--- src/rtl/cal_serial_port.sv ---
`timescale 1ns/1ps
module cal_serial_port #(
  parameter int SCK_HALF    = 2,
  parameter int GATE_CYCLES = 200,
  parameter int CNT_W       = 5,
  parameter int CH_W        = 3,
  parameter int NUM_CS      = 6,
  parameter int DW          = 8
) (
  input  logic                clk,
  input  logic                rst_n,
  input  logic                acc_valid,
  input  logic                acc_write,
  input  logic                acc_sel,
  input  logic [DW-1:0]       wdata,
  output logic [CNT_W+2:0]    rdata,
  output logic                rdata_valid,
  output logic                busy,
  output logic                ser_clk,
  output logic                ser_di,
  input  logic                ser_do,
  input  logic                cmp_in,
  input  logic                pulse_in,
  output logic [CH_W-1:0]     chan_sel,
  output logic [NUM_CS-1:0]   chip_sel
);
  localparam int PH_W = $clog2(GATE_CYCLES + 1);
  localparam logic [PH_W-1:0] PH_RISE = PH_W'(SCK_HALF - 1);
  localparam logic [PH_W-1:0] PH_FALL = PH_W'(2 * SCK_HALF - 1);
  localparam logic [PH_W-1:0] PH_GATE = PH_W'(GATE_CYCLES - 1);

  typedef enum logic [1:0] {S_IDLE, S_WR, S_RD} st_t;

  st_t              st;
  logic [PH_W-1:0]  ph;
  logic [2:0]       pin_s;
  logic [1:0]       cmp_s;
  logic [CNT_W-1:0] cnt;
  logic             ovf, sdo_q, cmp_q;

  wire acc_ok   = acc_valid && (st == S_IDLE);
  wire wr_ser   = acc_ok &&  acc_write && !acc_sel;
  wire wr_cs    = acc_ok &&  acc_write &&  acc_sel;
  wire rd_ser   = acc_ok && !acc_write && !acc_sel;
  wire pin_edge = pin_s[1] & ~pin_s[2];
  wire wr_end   = (st == S_WR) && (ph == PH_FALL);
  wire rd_end   = (st == S_RD) && (ph == PH_GATE);
  wire sck_on   = (st != S_IDLE) && (ph == PH_RISE);
  wire sck_off  = (st != S_IDLE) && (ph == PH_FALL);

  assign busy  = (st != S_IDLE);
  assign rdata = {sdo_q, cmp_q, ovf, cnt};

  always_ff @(posedge clk or negedge rst_n) begin
    if (!rst_n) begin
      st          <= S_IDLE;
      ph          <= '0;
      pin_s       <= '0;
      cmp_s       <= '0;
      cnt         <= '0;
      ovf         <= 1'b0;
      sdo_q       <= 1'b0;
      cmp_q       <= 1'b0;
      rdata_valid <= 1'b0;
      ser_clk     <= 1'b0;
      ser_di      <= 1'b0;
      chan_sel    <= '0;
      chip_sel    <= '0;
    end else begin
      pin_s       <= {pin_s[1:0], pulse_in};
      cmp_s       <= {cmp_s[0], cmp_in};
      rdata_valid <= rd_end;

      if (wr_ser) begin
        ser_di   <= wdata[0];
        chan_sel <= wdata[CH_W:1];
      end
      if (wr_cs) chip_sel <= wdata[NUM_CS-1:0];

      if (sck_on)       ser_clk <= 1'b1;
      else if (sck_off) ser_clk <= 1'b0;
      if (sck_on && st == S_RD) sdo_q <= ser_do;

      if (rd_ser) begin
        cnt <= '0;
        ovf <= 1'b0;
      end else if (st == S_RD && pin_edge) begin
        cnt <= cnt + 1'b1;
        if (&cnt) ovf <= 1'b1;
      end
      if (rd_end) cmp_q <= cmp_s[1];

      case (st)
        S_IDLE: begin
          ph <= '0;
          if (wr_ser)      st <= S_WR;
          else if (rd_ser) st <= S_RD;
        end
        S_WR: if (wr_end) begin st <= S_IDLE; ph <= '0; end else ph <= ph + 1'b1;
        S_RD: if (rd_end) begin st <= S_IDLE; ph <= '0; end else ph <= ph + 1'b1;
        default: st <= S_IDLE;
      endcase
    end
  end

  AST_CLK_LOW_IDLE: assert property (@(posedge clk) disable iff (!rst_n) !busy |-> !ser_clk);
  AST_DI_STABLE: assert property (@(posedge clk) disable iff (!rst_n) ser_clk |-> $stable(ser_di));
  AST_VALID_ONE: assert property (@(posedge clk) disable iff (!rst_n) rdata_valid |=> !rdata_valid);
  AST_VALID_IDLE: assert property (@(posedge clk) disable iff (!rst_n) rdata_valid |-> !busy);
  AST_CS_HOLD: assert property (@(posedge clk) disable iff (!rst_n) $past(busy) |-> $stable(chip_sel));
  AST_CHAN_HOLD: assert property (@(posedge clk) disable iff (!rst_n) $past(busy) |-> $stable(chan_sel));
endmodule

--- config.mk ---
export PLATFORM = sky130hd
export DESIGN_NAME = cal_serial_port
export DESIGN_NICKNAME = d
export VERILOG_FILES = /design/src/rtl/cal_serial_port.sv
export SDC_FILE = /design/constraint.sdc
export NUM_CORES = 1
export LEC_CHECK = 0
export ABC_CLOCK_PERIOD_IN_PS = 2500
export BUFFER_PORTS_ARGS = -buffer_cell sky130_fd_sc_hd__buf_2
export CELL_PAD_IN_SITES_DETAIL_PLACEMENT = 1
export CELL_PAD_IN_SITES_GLOBAL_PLACEMENT = 1
export CORE_MARGIN = 1
export CORE_UTILIZATION = 41
export CTS_CLUSTER_SIZE = 28
export DETAILED_ROUTE_END_ITERATION = 10
export GPL_TIMING_DRIVEN = 1
export PLACE_DENSITY = 0.79
export SLEW_MARGIN = 20
export SYNTH_ARGS = -nofsm -noshare
export SYNTH_HDL_FRONTEND = slang
export SYNTH_SLANG_ARGS = --single-unit
--- constraint.sdc ---
create_clock -name clk -period 2.5 [get_ports clk]
set_input_delay 0 -clock clk [delete_from_list [all_inputs] [get_ports clk]]
set_output_delay 0 -clock clk [all_outputs]
set_load 0.01 [all_outputs]
==> results_dict.tcl, run 1 <==
set metrics [dict create \
    rsz0062_at_grt "no" \
    min_path_type "input pin to flip-flop" \
    worstHoldStart "acc_write" \
    cpPeakStageDelay_ns 0.40 \
    regToRegEndpoint "ph[0]$_DFFE_PN0P_" \
    reg2reg_depth 6 \
    min_period_ns 1.969 \
    status "finished, final reports clean" \
    antenna_found_initial 0 \
    clkPwrFrac 0.219 \
    synth-xor-area-share 0.01615 \
    post-cts-setup-buffers 0 \
    io-pin-count 37 \
    fin_tns_setup_ns 0 \
    syn_nets 161 \
    p_sw_frac 0.3385 \
    r2r_setup_slack_ns 0.53 \
    finalHoldViolCount 0 \
    whs_ns 0.1045 \
    root_buffer "clkbuf_8" \
    p_seq_frac 0.431 \
    p_leak_nw 1.014 \
    grt_max_degree 36 \
    cts_sinks 35 \
    grt_pass1_vias 1219 \
    rr_startpoint "ph[0]$_DFFE_PN0P_" \
    antenna_cells 0 \
    die_width_um 64.99 \
    seqCellArea_um2 875.8 \
    slew_viol_final 0 \
    clkTransAtPathRegs_ns 0.07 \
    cp-end-kind "flip-flop" \
    grt_pass1_wl_um 5609 \
    nNetsFinal 208 \
    synth_top_family_by_area "simple AND/OR/NAND/NOR gates" \
    yosys_warnings 0 \
    syn_to_final_growth_pct 24.08 \
    power_density_nw_per_um2 923.0 \
    synth_cells 137 \
    dieArea_um2 4223 \
    avgRoutedWirePerCell_um 14.13 \
    worstSkewPairLatency_ns 0.29 \
    ys_types 31 \
    synthAdderAreaFrac 0.06154 \
    combPwrFrac 0.350 \
    drtIter0Drc 24 \
    finalSetupViolCount 0 \
    io_buffer_count 34 \
    synth.avg_cell_area_um2 11.87 \
    fmax_mhz 507.8 \
    synth-simple-area-share 0.1508 \
    ys_seq_area_frac 0.5385 \
    cts_tree "yes" \
    switchingPower_uw 630.5 \
    route.detailed.drc 0 \
    slowest_stage "dfrtp_1" \
    design.core.area_um2 3744 \
    ys_ff_latch 35 \
    holdPathEnd "ovf$_DFFE_PN0P_" \
    die_y_um 64.99 \
    fillCellCount 433 \
    track_usage 0.1812 \
    cp-start-kind "flip-flop" \
    synthMuxAreaShare 0.09615 \
    initial_core_util 0.4345 \
    p_int_mw 1.232 \
    crit_path_start "ph[0]$_DFFE_PN0P_" \
    hold_path_depth 3 \
    cts_buffer_depth 2 \
    vdd_drop_max_v 0.0004507 \
    multi_input_area_um2 701.9 \
    crit_type "flip-flop to flip-flop" \
    antenna_left 0 \
    power_mw 1.863 \
    worst_pin_slew_ns 0.7942 \
    cp.arrival_ns 2.15 \
    place_congestion 0.7804 \
    cts-buffers-inserted 5 \
    drv_cap 0 \
    viasPerCell 5.086 \
    totalWireLength_um 3279 \
    syn-cell-area_um2 1627 \
    critPathMaxFanout 8 \
    vias 1180 \
    htreeDepth 2 \
    synth-compound-area-share 0.1069 \
    fin_crit_sh 0.7877 \
    max_slew_margin 0.4665 \
    dp_hpwl_um 2363 \
    required_ns 2.68 \
    rows 22 \
    drive_gt1_frac 0.3207 \
    finClkSkew_ns 0.008355 \
    grt_overflow_total 0 \
    path_cells "ha_1 > nor4b_4 > nand4_2 > a31oi_4 > nor2_2 > mux2_2" \
    first_pass_iters 3 \
]
[what timing repair did]
item / 4_1_cts / 5_1_grt
hold buffers: 10 / 0
resized for setup: 0 / 0
hold endpoints to repair: 48 / 0
[cell type report]
type	instances	share of cell area
repair buffers	44	0.1339
inverters	6	0.01116
clock inverters	1	0.002480
well taps	48	0.02976
multi-input cells	92	0.3478
clock buffers	6	0.04092
flip-flops and latches	35	0.4340
[per-layer routing]
layer / up-vias / global-route usage / wire length [µm]
met5: - / 0 / 0
met4: 0 / 0.06667 / 39
met3: 6 / 0.06338 / 140
met2: 26 / 0.3034 / 1668
met1: 579 / 0.2120 / 1431
li1: 569 / - / -
[cells in the mapped netlist]
cell | number | area (µm²)
nand2_1 | 14 | 52.55
or2_2 | 1 | 6.260
o2bb2ai_1 | 2 | 17.52
nand4_1 | 2 | 12.51
buf_4 | 3 | 22.52
nor2_1 | 8 | 30.03
a31oi_4 | 1 | 21.27
o31ai_1 | 1 | 7.510
nor4b_4 | 1 | 23.77
inv_1 | 6 | 22.52
nand3_1 | 2 | 10.01
nor2b_1 | 3 | 18.77
nand4_2 | 1 | 12.51
nor2_2 | 1 | 6.260
clkbuf_1 | 1 | 3.750
dfrtp_1 | 35 | 875.8
or3_1 | 1 | 6.260
o21bai_1 | 4 | 30.03
ha_1 | 8 | 100.1
o21ai_0 | 1 | 5.000
a22o_1 | 6 | 52.55
and2b_1 | 1 | 7.510
xnor2_1 | 1 | 8.760
mux2i_1 | 1 | 10.01
nor3_1 | 3 | 15.01
mux2_2 | 13 | 146.4
nand2b_1 | 1 | 6.260
and3_1 | 6 | 37.54
a21o_1 | 2 | 15.01
xor2_1 | 2 | 17.52
a21oi_1 | 5 | 25.02
[sequential cells by signal, summed over array words and instances, names as in the netlist, 2 cells and up]
register and count:
st 2, cnt 5, chan_sel 3, chip_sel 6, pin_s 3, ph 8, cmp_s 2
[power groups by stage]
stage | sequential, mW | clock, mW | combinational (mW)
2_1_floorplan | 0.853 | 0 | 0.370
3_3_place_gp | 0.798 | 0 | 0.616
3_5_place_dp | 0.816 | 0 | 0.649
4_1_cts | 0.808 | 0.431 | 0.662
5_1_grt | 0.828 | 0.451 | 0.723
6_report | 0.803 | 0.408 | 0.651
[cells in the final DEF, fill, tap and decap left out]
cell,n
dfrtp_1,35
buf_2,34
nand2_1,14
mux2_2,13
dlygate4sd3_1,10
nor2_1,8
ha_1,8
inv_1,6
and3_1,6
a22o_1,6
clkbuf_8,6
a21oi_1,5
o21bai_1,4
nor3_1,3
nor2b_1,3
nand3_1,2
nand4_1,2
a21o_1,2
xor2_1,2
o2bb2ai_1,2
nor4b_4,1
nand4_2,1
a31oi_4,1
mux2i_1,1
o21ai_0,1
or2_2,1
or3_1,1
nor2_2,1
and2b_1,1
o31ai_1,1
xnor2_1,1
nand2b_1,1
clkinv_2,1
[critical path, delay by kind of cell (launching register included)]
| kind | cells | cell delay, ns |
|---|---|---|
| and+or+nand+nor | 3 | 0.59 |
| muxes | 1 | 0.28 |
| adders and majority gates | 1 | 0.24 |
| DFF | 1 | 0.40 |
| AOI/OAI and AO/OA | 1 | 0.35 |
[through the flow]
step	std cells	utilization	instance area, µm²	worst slack, ns
finish	232	0.5391	2018	0.5307
global route	232	0.5391	2018	0.3586
CTS	232	0.5391	2018	0.4981
detailed placement	215	0.4890	1831	0.5039
global placement	215	0.4890	1831	0.5685
floorplan	137	-	1627	0.7522
[worst max-delay path by stage]
stage	slack, ns	end
floorplan	0.75	ph[0]$_DFFE_PN0P_
global placement	0.57	ph[0]$_DFFE_PN0P_
detailed placement	0.50	ph[0]$_DFFE_PN0P_
CTS	0.50	ph[0]$_DFFE_PN0P_
global route	0.36	ph[0]$_DFFE_PN0P_
finish	0.53	ph[0]$_DFFE_PN0P_
[cell families (layout without fill, tap and decap cells)]
| family | Yosys count | after routing |
|---|---|---|
| adders and majority gates | 8 | 8 |
| buffers and inverters | 10 | 57 |
| DFF | 35 | 35 |
| xor gates and xnor gates | 3 | 3 |
| and+or+nand+nor | 45 | 45 |
| AOI/OAI and AO/OA | 22 | 22 |
| muxes | 14 | 14 |
Power figures use the tool's default switching activity.
==> run 2, diff against run 1 <==
ABC_CLOCK_PERIOD_IN_PS = 1880   (was 2500)
clock period = 1.88 ns   (was 2.5 ns; I/O delays follow)
==> run 2 against run 1 <==
Against the previous run: die area is the same; clock power increased by 22%; clock skew is 0.0032 ns lower; cell area rose by 3.9%; combinational power increased by 43%; sequential share of layout area shrank 1.6 points; register-to-register slack got worse by 0.45 ns; utilization rose by 2.1 points; flip-flop and latch count is the same; maximum frequency increased by 9.4%; non-clock buffer count rose by 9; critical path depth did not move.
==> results_dict.tcl, run 2 (synthesized netlist as in run 1, its figures left out) <==
set metrics [dict create \
    largestRegisters "ph x8, chip_sel x6, cnt x5" \
    rows 22 \
    cp.buffers_inverters 0 \
    design.core.area_um2 3744 \
    worst_pin_slew_ns 0.7757 \
    path_cells "ha_2 > nor4b_4 > nand4_2 > a31oi_4 > nor2_4 > mux2_2" \
    root_buffer "clkbuf_8" \
    reg2reg_depth 6 \
    place_congestion 0.8115 \
    syn_to_final_growth_pct 28.92 \
    dieArea_um2 4223 \
    avgRoutedWirePerCell_um 14.36 \
    clkPwrFrac 0.200 \
    drive_gt1_frac 0.3608 \
    cts_sinks 35 \
    viasPerCell 5.062 \
    worstSkewPairLatency_ns 0.28 \
    largest_reg_flops 8 \
    antenna_cells 0 \
    switchingPower_uw 842.4 \
    grt_pass1_vias 1274 \
    crit_type "flip-flop to flip-flop" \
    cts_tree "yes" \
    crit_end "ph[0]$_DFFE_PN0P_" \
    dp_hpwl_um 2548 \
    totalWireLength_um 3474 \
    cp.depth 6 \
    vdd_drop_max_v 0.0007190 \
    min_path_type "input pin to flip-flop" \
    grt_max_degree 36 \
    cpPeakStageDelay_ns 0.37 \
    cp-end-kind "flip-flop" \
    die_width_um 64.99 \
    p_leak_nw 1.055 \
    track_usage 0.1874 \
    die_y_um 64.99 \
    cts-buffers-inserted 5 \
    clkTransAtPathRegs_ns 0.06 \
    final_common_cell "dfrtp_1" \
    nNetsFinal 217 \
    io_buffer_count 34 \
    io-pin-count 37 \
    r2r_setup_slack_ns 0.08 \
    slew_viol_final 0 \
    antenna_left 0 \
    finClkSkew_ns 0.005205 \
    rr_startpoint "ph[1]$_DFFE_PN0P_" \
    initial_core_util 0.4345 \
    htreeDepth 2 \
    first_pass_iters 4 \
    power_density_nw_per_um2 1187 \
    fin_ws_ns 0.08044 \
    cts_buffer_depth 2 \
    required_ns 2.04 \
    finalSetupViolCount 0 \
    combPwrFrac 0.373 \
    fmax_mhz 555.7 \
    drv_cap 0 \
    post-place-ws_ns 0.02682 \
    status "finished, final reports clean" \
    cp.arrival_ns 1.96 \
    p_sw_frac 0.3384 \
    regToRegEndpoint "ph[0]$_DFFE_PN0P_" \
    largest_register "ph" \
    fin_crit_sh 0.9572 \
    critPathTopFamily "simple AND/OR/NAND/NOR gates" \
    route.detailed.drc 0 \
    grt_overflow_total 0 \
    p_int_mw 1.647 \
    critPathMaxFanout 6 \
    grt_pass1_wl_um 5885 \
    p_seq_frac 0.427 \
    fin_tns_setup_ns 0 \
    antenna_found_initial 0 \
    max_slew_margin 0.4829 \
    crit_path_start "ph[1]$_DFFE_PN0P_" \
    vias 1225 \
    drtIter0Drc 52 \
    slowest_stage "dfrtp_1" \
    finalHoldViolCount 0 \
    cp-start-kind "flip-flop" \
    min_period_ns 1.800 \
    rsz0062_at_grt "yes" \
    final_cell_mix "35 x dfrtp_1, 34 x buf_2, 14 x nand2_1" \
]
-- run 2: changes by cell type in the layout (fill, tap and decap cells not counted) --
cell | before | now
nor2_1 | 8 | 7
a21oi_2 | 0 | 1
buf_6 | 0 | 1
a21oi_1 | 5 | 4
clkbuf_8 | 6 | 5
buf_4 | 0 | 8
ha_2 | 0 | 1
clkbuf_1 | 0 | 2
nor2_4 | 0 | 1
ha_1 | 8 | 7
-- run 2: worst min-delay path by stage --
stage | from | to | depth (start not counted)
6_report | acc_write | st[0]$_DFFE_PN0P_ | 3
3_5_place_dp | cmp_in | cmp_s[0]$_DFF_PN0_ | 1
5_1_grt | acc_write | st[0]$_DFFE_PN0P_ | 3
4_1_cts | acc_write | st[0]$_DFFE_PN0P_ | 3
2_1_floorplan | rst_n | chan_sel[0]$_DFFE_PN0P_ | 0
3_3_place_gp | cmp_in | cmp_s[0]$_DFF_PN0_ | 1
-- run 2: cell type report --
class | count | area, µm²
tap | 48 | 60.06
fill | 447 | 1647
clock buffer | 7 | 76.32
clock inverter | 1 | 5.005
inverter | 6 | 22.52
multi-input combinational | 92 | 715.7
timing repair buffer | 53 | 341.6
sequential | 35 | 875.8
-- run 2: repair_timing --
action / 4_1_cts / 5_1_grt
endpoints found under the setup margin: 0 / 12
buffers inserted: 0 / 1
hold buffers: 10 / 0
resized for setup: 0 / 5
endpoints found under the hold margin: 48 / 0
-- run 2: stage by stage --
step / hold WS (ns) / instance area (µm²) / util / std cells / total power [mW]
detailed placement: 0.1099 / 1891 / 0.5050 / 223 / 1.973
global placement: 0.1102 / 1891 / 0.5050 / 223 / 1.917
CTS: 0.1447 / 2072 / 0.5535 / 241 / 2.508
floorplan: -0.2956 / 1627 / - / 137 / 1.627
global route: 0.1591 / 2097 / 0.5602 / 242 / 2.668
finish: 0.1460 / 2097 / 0.5602 / 242 / 2.489
-- run 2: routing by layer --
layer,global-route usage,share of wire
met1,0.2137,0.41
met2,0.3281,0.54
met3,0.05634,0.039
met4,0.06667,0.020
met5,0,0
-- run 2: worst reg2reg max path, stage by stage (launching register included) --
cell and delay, ns:
dfrtp_1 0.37, ha_2 0.19, nor4b_4 0.27, nand4_2 0.21
a31oi_4 0.29, nor2_4 0.08, mux2_2 0.28
-- run 2: power groups by stage --
stage | registers, mW | logic (mW) | clock network, mW
CTS | 1.07 | 0.918 | 0.522
global route | 1.09 | 1.03 | 0.552
finish | 1.06 | 0.929 | 0.498
floorplan | 1.13 | 0.492 | 0
detailed placement | 1.08 | 0.895 | 0
global placement | 1.06 | 0.860 | 0
==> run 3, diff against run 2 <==
REMOVE_ABC_BUFFERS = 1   (was default)
==> run 3 against run 2 <==
Against the previous run: die area stayed put; register-to-register slack about the same; global-route usage increased by 1.7 points; largest cell class unchanged; sequential power about the same; clock-buffer cell count fell by 2; via count rose by 3.2%; hold slack better by 0.014 ns; critical path type unchanged.
==> results_dict.tcl, run 3 (synthesized netlist as in run 1, its figures left out) <==
set metrics [dict create \
    status "finished, final reports clean" \
    antenna_found_initial 0 \
    fillCellCount 430 \
    cts_resized 0 \
    root_buffer "clkbuf_8" \
    vdd_drop_max_v 0.0006374 \
    finClkSkew_ns 0.01056 \
    final_common_cell "dfrtp_1" \
    rows 22 \
    crit_path_start "ph[3]$_DFFE_PN0P_" \
    fin_crit_sh 0.9505 \
    grt_overflow_total 0 \
    io_buffer_count 34 \
    cpPeakStageDelay_ns 0.46 \
    design.core.area_um2 3744 \
    fin_tns_setup_ns 0 \
    slew_viol_final 0 \
    power_density_nw_per_um2 1199 \
    power_mw 2.528 \
    cp-start-kind "flip-flop" \
    final_util 0.5635 \
    grt_max_degree 36 \
    cts_tree "yes" \
    crit_type "flip-flop to flip-flop" \
    die_width_um 64.99 \
    required_ns 2.06 \
    cts_sinks 35 \
    grt_pass1_vias 1372 \
    worst_pin_slew_ns 0.7664 \
    multi_input_area_um2 701.9 \
    path_cells "nor4b_4 > buf_4 > a21oi_1 > a31oi_4 > nor2_2 > mux2_2" \
    first_pass_iters 4 \
    drtIter0Drc 45 \
    syn_to_final_growth_pct 29.69 \
    seqCellArea_um2 875.8 \
    antenna_cells 0 \
    critPathTopFamily "flip-flops" \
    cp.buffers_inverters 1 \
    dp_hpwl_um 2723 \
    nNetsFinal 220 \
    critPathMaxFanout 6 \
    fin_ws_ns 0.09313 \
    finalHoldViolCount 0 \
    finalSetupViolCount 0 \
    largest_reg_flops 8 \
    clkTransAtPathRegs_ns 0.08 \
    post-place-ws_ns -0.007238 \
    drv_cap 0 \
    place_congestion 0.7436 \
    slowest_stage "dfrtp_1" \
    totalWireLength_um 3773 \
    drive_gt1_frac 0.3655 \
    rsz0062_at_grt "yes" \
    io-pin-count 37 \
    rr_startpoint "ph[3]$_DFFE_PN0P_" \
    p_leak_nw 1.070 \
    worstSkewPairLatency_ns 0.29 \
    route.detailed.drc 0 \
    track_usage 0.2042 \
    cp-end-kind "flip-flop" \
    viasPerCell 5.159 \
    avgRoutedWirePerCell_um 15.40 \
    vias 1264 \
    fmax_mhz 559.6 \
    cts_buffer_depth 2 \
    min_period_ns 1.787 \
    largestRegisters "ph x8, chip_sel x6, cnt x5" \
    antenna_left 0 \
    max_slew_margin 0.4891 \
    largest_register "ph" \
    dieArea_um2 4223 \
    htreeDepth 2 \
    cts-buffers-inserted 5 \
    worstHoldStart "acc_write" \
    cp.arrival_ns 1.97 \
    grt_pass1_wl_um 6389 \
    final_cell_mix "35 x dfrtp_1, 34 x buf_2, 14 x nand2_1" \
    r2r_setup_slack_ns 0.09 \
    min_path_type "input pin to flip-flop" \
    die_y_um 64.99 \
    initial_core_util 0.4345 \
]
[run 3: routing by layer]
metal  track usage  up-vias  wire (µm)
li1              -      594          -
met2        0.3542       33       1944
met1        0.2336      633       1590
met4       0.05833        0         34
met5             0        -          0
met3       0.07394        4        203
[run 3: timing repair]
item | 4_1_cts | 5_1_grt
hold buffers | 10 | 0
setup buffers | 0 | 4
endpoints found under the hold margin | 48 | 0
pin swaps | 1 | 2
setup endpoints to repair | 1 | 8
[run 3: worst paths after layout]
check / depth (start not counted) / to
setup / recovery: 6 / ph[0]$_DFFE_PN0P_
hold / removal: 4 / cnt[3]$_DFFE_PN0P_
setup reg to reg: 6 / ph[0]$_DFFE_PN0P_
hold reg to reg: 0 / cmp_s[1]$_DFF_PN0_
max in group asynchronous: 2 / ser_clk$_DFFE_PN0P_
min in group asynchronous: 2 / cnt[4]$_DFFE_PN0P_
[run 3: where the power goes]
part,leakage [nW],switching (mW),internal [mW]
logic,0.581,0.478,0.438
registers,0.448,0.119,0.942
clock network,0.0402,0.292,0.258
[run 3: cell type report]
type,count,area share
Timing Repair Buffer,56,0.1708
Sequential cell,35,0.4152
Clock inverter,3,0.009490
Multi-Input combinational cell,92,0.3327
Inverter,6,0.01068
Clock buffer,5,0.03262
Tap cell,48,0.02847
[run 3: metrics by stage]
stage / hold slack (ns) / instance area, µm² / std cells
global route: 0.1671 / 2110 / 245
detailed placement: 0.1103 / 1891 / 223
CTS: 0.1515 / 2079 / 241
global placement: 0.1084 / 1891 / 223
floorplan: -0.2956 / 1600 / 133
finish: 0.1602 / 2110 / 245
[run 3: tightest hold or removal path, delay by kind of cell]
kind / cells / cell delay (ns)
buffers and inverters: 2 / 0.25
and+or+nand+nor: 2 / 0.15
